==> src/rtl/cws_pkg.sv <==
package cws_pkg;
  localparam int WORD_W = 32;

  typedef enum logic [1:0] {
    SZ_BYTE = 2'd0,
    SZ_HALF = 2'd1,
    SZ_WORD = 2'd2
  } storeSize_t;

  typedef struct packed {
    logic loadSingle;
    logic loadBurst;
    logic sendAddr;
    logic shift;
  } ctlStrobe_t;
endpackage

==> src/rtl/cws_ctrl.sv <==
module cws_ctrl
  import cws_pkg::*;
#(
  parameter int LINE_WORDS = 4,
  parameter bit WRITE_BACK = 1'b0
) (
  input  logic       clk,
  input  logic       rstN,
  input  logic       storeReq,
  input  logic       flushReq,
  input  logic       flushLineFull,
  input  logic       outFull,
  output ctlStrobe_t strobe,
  output logic       outWrite,
  output logic       busy
);
  localparam int CNT_W = $clog2(LINE_WORDS + 1);
  localparam logic [CNT_W-1:0] LAST_IDX = CNT_W'(LINE_WORDS - 1);

  typedef enum logic [1:0] {ST_IDLE, ST_ADDR, ST_DATA} state_t;

  state_t           state;
  logic             isBurst;
  logic [CNT_W-1:0] wordCnt;
  logic             acceptSingle, acceptBurst, push, lastData;

  assign acceptSingle = (state == ST_IDLE) && storeReq && !WRITE_BACK;
  assign acceptBurst  = (state == ST_IDLE) && flushReq && flushLineFull && WRITE_BACK;
  assign push         = (state != ST_IDLE) && !outFull;
  assign lastData     = !isBurst || (wordCnt == LAST_IDX);

  always_ff @(posedge clk or negedge rstN) begin
    if (!rstN) begin
      state   <= ST_IDLE;
      isBurst <= 1'b0;
      wordCnt <= '0;
    end else begin
      unique case (state)
        ST_IDLE: if (acceptSingle || acceptBurst) begin
          state   <= ST_ADDR;
          isBurst <= acceptBurst;
        end
        ST_ADDR: if (push) begin
          state   <= ST_DATA;
          wordCnt <= '0;
        end
        ST_DATA: if (push) begin
          if (lastData) state <= ST_IDLE;
          else          wordCnt <= wordCnt + 1'b1;
        end
        default: state <= ST_IDLE;
      endcase
    end
  end

  always_comb begin
    strobe.loadSingle = acceptSingle;
    strobe.loadBurst  = acceptBurst;
    strobe.sendAddr   = (state == ST_ADDR);
    strobe.shift      = (state == ST_DATA) && push && isBurst;
  end

  assign outWrite = push;
  assign busy     = (state != ST_IDLE);
endmodule

==> src/rtl/cws_datapath.sv <==
module cws_datapath
  import cws_pkg::*;
#(
  parameter int LINE_WORDS = 4
) (
  input  logic                         clk,
  input  logic                         rstN,
  input  ctlStrobe_t                   strobe,
  input  logic [WORD_W-1:0]            storeAddr,
  input  logic [WORD_W-1:0]            storeData,
  input  logic [1:0]                   storeSize,
  input  logic [WORD_W-1:0]            flushAddr,
  input  logic [WORD_W*LINE_WORDS-1:0] flushLine,
  output logic [WORD_W-1:0]            outData,
  output logic                         outCtrl
);
  localparam int LINE_OFF = $clog2(LINE_WORDS) + 2;

  logic [WORD_W-1:0] addrWord;
  logic              dataCtrl;
  logic [WORD_W-1:0] lineBuf [LINE_WORDS];
  logic [1:0]        laneCode;
  logic [WORD_W-1:0] mirrored;
  logic [WORD_W-1:0] burstAddr;

  always_comb begin
    unique case (storeSize)
      SZ_BYTE: begin laneCode = storeAddr[1:0];         mirrored = {4{storeData[7:0]}};  end
      SZ_HALF: begin laneCode = {storeAddr[1], 1'b1};   mirrored = {2{storeData[15:0]}}; end
      default: begin laneCode = 2'b00;                  mirrored = storeData;            end
    endcase
    burstAddr = {flushAddr[WORD_W-1:LINE_OFF], {(LINE_OFF-2){1'b0}}, 2'b10};
  end

  always_ff @(posedge clk or negedge rstN) begin
    if (!rstN) begin
      addrWord <= '0;
      dataCtrl <= 1'b0;
    end else if (strobe.loadSingle) begin
      addrWord <= {storeAddr[WORD_W-1:2], laneCode};
      dataCtrl <= (storeSize == SZ_BYTE);
    end else if (strobe.loadBurst) begin
      addrWord <= burstAddr;
      dataCtrl <= 1'b0;
    end
  end

  for (genvar i = 0; i < LINE_WORDS; i++) begin : gSlot
    logic [WORD_W-1:0] nextWord;
    if (i == LINE_WORDS - 1) begin : gTail
      assign nextWord = '0;
    end else begin : gMid
      assign nextWord = lineBuf[i+1];
    end

    always_ff @(posedge clk or negedge rstN) begin
      if (!rstN)                             lineBuf[i] <= '0;
      else if (strobe.loadBurst)             lineBuf[i] <= flushLine[WORD_W*i +: WORD_W];
      else if (strobe.loadSingle && i == 0)  lineBuf[i] <= mirrored;
      else if (strobe.shift)                 lineBuf[i] <= nextWord;
    end
  end

  assign outData = strobe.sendAddr ? addrWord : lineBuf[0];
  assign outCtrl = strobe.sendAddr ? 1'b1 : dataCtrl;
endmodule

==> src/rtl/cache_wr_seq.sv <==
module cache_wr_seq
  import cws_pkg::*;
#(
  parameter int LINE_WORDS = 4,
  parameter bit WRITE_BACK = 1'b0
) (
  input  logic                     clk,
  input  logic                     rstN,
  input  logic                     storeReq,
  input  logic [31:0]              storeAddr,
  input  logic [31:0]              storeData,
  input  logic [1:0]               storeSize,
  input  logic                     flushReq,
  input  logic                     flushLineFull,
  input  logic [31:0]              flushAddr,
  input  logic [32*LINE_WORDS-1:0] flushLine,
  input  logic                     outFull,
  output logic [31:0]              outData,
  output logic                     outCtrl,
  output logic                     outWrite,
  output logic                     busy
);
  ctlStrobe_t strobe;

  cws_ctrl #(.LINE_WORDS(LINE_WORDS), .WRITE_BACK(WRITE_BACK)) uCtrl (
    .clk(clk), .rstN(rstN), .storeReq(storeReq), .flushReq(flushReq),
    .flushLineFull(flushLineFull), .outFull(outFull), .strobe(strobe),
    .outWrite(outWrite), .busy(busy)
  );

  cws_datapath #(.LINE_WORDS(LINE_WORDS)) uPath (
    .clk(clk), .rstN(rstN), .strobe(strobe), .storeAddr(storeAddr),
    .storeData(storeData), .storeSize(storeSize), .flushAddr(flushAddr),
    .flushLine(flushLine), .outData(outData), .outCtrl(outCtrl)
  );
endmodule

==> config.mk <==
export PLATFORM = sky130hd
export DESIGN_NAME = cache_wr_seq
export DESIGN_NICKNAME = d
export VERILOG_FILES = /design/src/rtl/cws_pkg.sv /design/src/rtl/cws_ctrl.sv /design/src/rtl/cws_datapath.sv /design/src/rtl/cache_wr_seq.sv
export SDC_FILE = /design/constraint.sdc
export NUM_CORES = 1
export LEC_CHECK = 0
export ABC_CLOCK_PERIOD_IN_PS = 2200
export BUFFER_PORTS_ARGS = -buffer_cell sky130_fd_sc_hd__clkbuf_2
export CORE_MARGIN = 1.5
export CORE_UTILIZATION = 40
export CTS_CLUSTER_DIAMETER = 30
export DETAILED_ROUTE_END_ITERATION = 16
export PLACE_DENSITY = 0.77
export SLEW_MARGIN = 20
export SYNTH_ARGS = -nofsm -noshare
export SYNTH_HDL_FRONTEND = slang
export SYNTH_HIERARCHICAL = 1
export SYNTH_SLANG_ARGS = --single-unit
==> constraint.sdc <==
create_clock -name clk -period 2.2 [get_ports clk]
set_input_delay 0.22 -clock clk [delete_from_list [all_inputs] [get_ports clk]]
set_output_delay 0.22 -clock clk [all_outputs]
set_load 0.1 [all_outputs]
; ---- Word-level counts from Yosys, hierarchy flattened
; Cells that the tools add are included.
[totals]
word_cells = 26
out_inout_bits = 35
input_bits = 232
ff_bits = 67
[op_classes]
muxes = 9
reduce_logical = 7
n_eq_ne = 6
[ops]
columns = operator, count
row1 = 2-to-1 mux 32 bit, 2
row2 = one-hot mux 32 bit (2 select lines), 1
row3 = 2-to-1 mux 2 bit, 3
row4 = one-hot mux 2 bit (3 select lines), 1
row5 = == test 2 x 1 -> 1 bit (second input constant), 2
row6 = logical NOT 2 bit, 2
row7 = != test 2 x 1 -> 1 bit (second input constant), 2
row8 = one-hot mux 2 bit (2 select lines), 1
row9 = AND reduction 3 bit, 1
row10 = == test 2 bit (second input constant), 1
row11 = logical AND 1 bit, 2
row12 = != test 2 bit (second input constant), 1
row13 = nonzero test 2 bit, 1
row14 = logical NOT 1 bit, 1
row15 = 2-to-1 mux 1 bit, 1

; ---- Longest topological paths before layout
[logic_depth]
word_depth = 4
ltp_mapped = 9
mapped_depth_nobuf = 5

; ---- Cells and area by module
; The synthesis kept the hierarchy.
[by_module_without_submodules]
columns = mod, seq_area_each_um2, area_per_inst_um2, n_inst, cells_per_inst
row1 = cws_datapath, 4028.9, 8396.8, 1, 853
row2 = cws_ctrl, 50.0, 138.9, 1, 16

; ---- Worst setup path before layout
; OpenSTA, ideal clock, no wires.
[synth_path]
path_kind = reg-to-output
start = register uCtrl.state[1]
end = output port outWrite
n_path_buf = 0
path_stages_with_launch = 3
path_slack_ns = 0.252
t_arrival_ns = 1.728
required_time_ns = 1.980
path_cell_list = dfrtp_1 > nor2_1 > nor2_1
[synth_via]
elab_chain_cells = 2
[synth_rtl]
columns = item, line
row1 = from (decl), cws_ctrl.sv:22  ; state_t state;
row2 = from (signal assigned), cws_ctrl.sv:34  ; state <= ST_IDLE;
row3 = from (signal assigned), cws_ctrl.sv:40  ; state <= ST_ADDR;
row4 = from (signal assigned), cws_ctrl.sv:44  ; state <= ST_DATA;
row5 = nonzero test 2 bit, cws_ctrl.sv:29  ; assign push = (state != ST_IDLE) && !outFull;
row6 = logical AND 1 bit, cws_ctrl.sv:29
row7 = to (decl), cache_wr_seq.sv:20  ; output logic outWrite,
; No other way between the ends.

==> out/qor_table.md <==
| Quantity | Reported | Unit |
|:---|:---|:---|
| Routed via count divided by cell count | 5.11 | - |
| Worst vdd ir | 0.425 | mV |
| Critical Path RT | 1980 | ps |
| Largest incremental delay on the critical path | 420 | ps |
| Hold Violations, Final | 0 | - |
| Min Clock Period, post-route | 2070 | ps |
| Synth-to-Final Area Change | 28.0 | % |
| First-pass detailed-route iteration total | 6 | - |
| Top Ports | 267 | - |
| Buffer type at the clock tree root | sky130_fd_sc_hd__clkbuf_16 | - |
| P_leak | 0.00530 | uW |
| Pin count of the biggest net entering global routing | 290 | - |
| Actual slew at the worst max-slew pin | 1030 | ps |
| Number of global-route vias before repair | 6,559 | - |
| Number of enable-type register cells in the synthesized netlist | 0 | - |
| Post-synthesis simple-gate area fraction | 14.4 | % |
| Storage element area | 4080 | um2 |
| Ranking of synthesized cells by area | sky130_fd_sc_hd__dfrtp_1 (48%), sky130_fd_sc_hd__mux2i_1 (11%), sky130_fd_sc_hd__nand2_1 (7.2%) | - |
| Multiplexer area fraction after synthesis | 16.2 | % |
| CP most frequent cell | sky130_fd_sc_hd__buf_12 | - |
| Status | completed | - |
| H-tree depth | 4 | - |
| Detailed placement HPWL | 17,800 | um |
| Post-synthesis register bit count | 163 | - |
| Unique masters post-synth | 34 | - |
| Row Count | 53 | - |
| Floorplan Core Area | 21,000 | um2 |
| DR iter-0 viols | 472 | - |
| Met3 routing resource usage after global routing | 4.22 | % |
| Final-stage net count | 1,321 | - |
| Maximum buffer depth of the clock tree | 2 | - |
| Initial antenna violation count | 1 | - |
| Gr ovfl total | 0 | - |
| Post-layout instance area | 10,900 | um2 |
| Fraction of synthesis flops using an asynchronous set or reset pin | 100 | % |
| Global-route met1 utilization | 30.0 | % |
| Post-Place Cell Area | 10,300 | um2 |
| Final worst path period share | 94.1 | % |
| Number of maximum-capacitance violations | 0 | - |
| Cell type with the largest total area after synthesis | sky130_fd_sc_hd__dfrtp_1 | - |
| Largest family of logic cells by synthesized area | multiplexers | - |
| Number of nets with antenna violations after routing | 0 | - |
| Die Height | 149 | um |
| Power per cell area | 1020 | nW/um2 |
| Area of the multi-input gates | 3890 | um2 |
| Compound-gate portion of the synthesized area | 14.9 | % |
| Global-route usage over all layers | 21.9 | % |
| CTS Sinks | 163 | - |
| Via total after detailed routing | 7,036 | - |
| Startpoint kind of the worst setup timing path | register | - |
| Met2 Use GR | 35.0 | % |
| Number of max-slew violations in the final report | 0 | - |
| Starting density of the core | 40.7 | % |
| Chip Width | 149 | um |
| Sum of negative setup slack | 0 | ps |
| Main flop type after synthesis | sky130_fd_sc_hd__dfrtp_1 | - |
| Fmax | 483 | MHz |
| Library cell with the highest instance count after synthesis | sky130_fd_sc_hd__nand2_1 | - |
| Setup repair after global routing missed its margin | no | - |
| Insertion delay of the later-clocked pin in the worst-skew pair | 410 | ps |
| Sequential fraction of the synthesis area | 47.8 | % |
| Critical path capture point type | output pin | - |
| Top cell type's share of synthesized area | 47.8 | % |
| Count of buffers from port buffering | 260 | - |
| Clock tree from TritonCTS | done | - |
| CP Class | register to output pin | - |
| Busiest metal layer after global routing | met2 | - |
| Wire length of the first global-routing pass | 36,900 | um |
| Fillcell total | 1,901 | - |
| Synth Cell Area | 8540 | um2 |
| Setup slack, reg-to-reg | 210 | ps |
| Cells after synthesis | 869 | - |
| Routed length per instance | 17.6 | um |
| Parity-gate share of the synthesized area counting xor and xnor cells | 0 | % |
| Number of buffers added by the clock tree synthesis step | 17 | - |
| Final weighted congestion of routability-driven global placement | 0.818 | - |
| Most numerous cell types in the synthesized netlist | sky130_fd_sc_hd__nand2_1 (164), sky130_fd_sc_hd__dfrtp_1 (163), sky130_fd_sc_hd__o21ai_0 (94), sky130_fd_sc_hd__mux2i_1 (93), sky130_fd_sc_hd__o21ai_1 (62) | - |
| Post-detailed-route DRC marker count | 0 | - |
| Area enclosed by the die boundary | 22,200 | um2 |
| Arithmetic-cell share of the synthesized area counting full adders, half adders and majority gates | 0 | % |
| Yosys Warn Count | 6 | - |
| Layout cell share with drive strength beyond 1 | 31.9 | % |
| Number of endpoints failing setup at the final stage | 0 | - |
| Clock-pin slew on the worst setup and hold paths | 70 | ps |
| Aggregate routed wire length | 24,300 | um |
| Quantity of gates resized following cts | 0 | - |
| Clk_skew | 9.53 | ps |
| Critical path data arrival time | 1850 | ps |
| Critical-path maximum fanout | 34 | - |
| Worst hold-check path type | input port to register | - |
| Ordered cell list for the critical path | nor2b_4 > buf_12 > mux2_2 > buf_12 | - |
| Mean instance size in the synthesized netlist | 9.82 | um2 |
| Normalized max-slew margin | 31.4 | % |
| Max stage delay cell, worst path | sky130_fd_sc_hd__dfrtp_1 | - |
==> worst paths after layout <==
kind                       cells past startpoint                   startpoint                          end
max                                            4               uCtrl/state[0]                  outData[31]
min reg2reg                                    1  uPath/gSlot[2].nextWord[31]  uPath/gSlot[2].nextWord[31]
min                                            3                 storeAddr[8]            uPath/addrWord[8]
min in group asynchronous                      2                         rstN           uPath/addrWord[12]
max in group asynchronous                      3                         rstN            uPath/addrWord[3]
max reg2reg                                    5               uCtrl/state[1]           uPath/lineBuf[100]
==> worst max-delay path: cells and delay by family (launching register included) <==
family	cells	cell delay, ps
and+or+nand+nor	1	190
muxes	1	410
DFF	1	420
buffers and inverters	2	400
==> flip-flops by register name, summed over array words and instances (netlist names) <==
register              flops
uPath/lineBuf            32
uPath/gSlot.nextWord     96
uPath/dataCtrl            1
uCtrl/state               2
uPath/addrWord           32
==> kinds of logic after synthesis <==
| logic type | count (synthesis) |
|---|---|
| muxes | 133 |
| and+or+nand+nor | 259 |
| DFF | 163 |
| buffers and inverters | 87 |
| other | 1 |
| AOI/OAI and AO/OA | 226 |
==> layout by cell type (no fill, tap or decap), types with 4 or more instances in the layout <==
master	n
sky130_fd_sc_hd__a21oi_1	24
sky130_fd_sc_hd__clkbuf_2	226
sky130_fd_sc_hd__buf_4	9
sky130_fd_sc_hd__and3b_1	8
sky130_fd_sc_hd__nor2_1	17
sky130_fd_sc_hd__dfrtp_1	163
sky130_fd_sc_hd__clkinv_4	4
sky130_fd_sc_hd__mux2_2	40
sky130_fd_sc_hd__o21ai_1	62
sky130_fd_sc_hd__or3b_1	4
sky130_fd_sc_hd__nand3_1	8
sky130_fd_sc_hd__nand2_1	164
sky130_fd_sc_hd__inv_1	10
sky130_fd_sc_hd__dlygate4sd3_1	4
sky130_fd_sc_hd__a22oi_1	8
sky130_fd_sc_hd__buf_12	37
sky130_fd_sc_hd__a31oi_1	8
sky130_fd_sc_hd__nand3b_1	9
sky130_fd_sc_hd__o21ai_0	94
sky130_fd_sc_hd__a211o_1	8
sky130_fd_sc_hd__nand2b_1	31
sky130_fd_sc_hd__a22o_1	21
sky130_fd_sc_hd__nand4_1	8
sky130_fd_sc_hd__clkbuf_16	17
sky130_fd_sc_hd__or3b_2	4
sky130_fd_sc_hd__mux2i_1	93
==> power by group <==
group	leakage, uW	total (uW)	internal [uW]	switching [uW]
Sequential	0.00200	3710	3430	281
Combinational	0.00302	4540	1690	2850
Clock	0.000278	2940	1650	1290
==> metrics by stage <==
stage	instances	utilization, %	setup slack, ps	hold slack, ps	total power, uW
finish	1378	52.1	129	22.1	11200
global route	1378	52.1	47.8	12.5	11700
CTS	1377	52.1	116	0.541	11200
detailed placement	1341	49.2	252	147	8270
global placement	1341	49.2	332	150	8200
floorplan	870	-	252	-75.6	6690
==> per-layer routing <==
layer  share of wire [%]  wire, um
met5                   0         0
met4                 1.9       454
met3                 5.8      1410
met2                  47     11400
met1                  45     11000
==> final cells by class <==
type                       instances  area share, %
clock inverter                    11           1.10
sequential                       163           37.3
tap                              275           3.15
clock buffer                      21           4.21
multi-input combinational        620           35.6
antenna                            1         0.0229
timing repair buffer             277           18.2
inverter                          10          0.344
==> what timing repair did <==
action                                 in CTS  in global routing
buffers inserted                            0                  0
hold buffers                                4                  0
endpoints found under the hold margin      36                  0
Note: power is estimated with default switching activity, not from simulation.
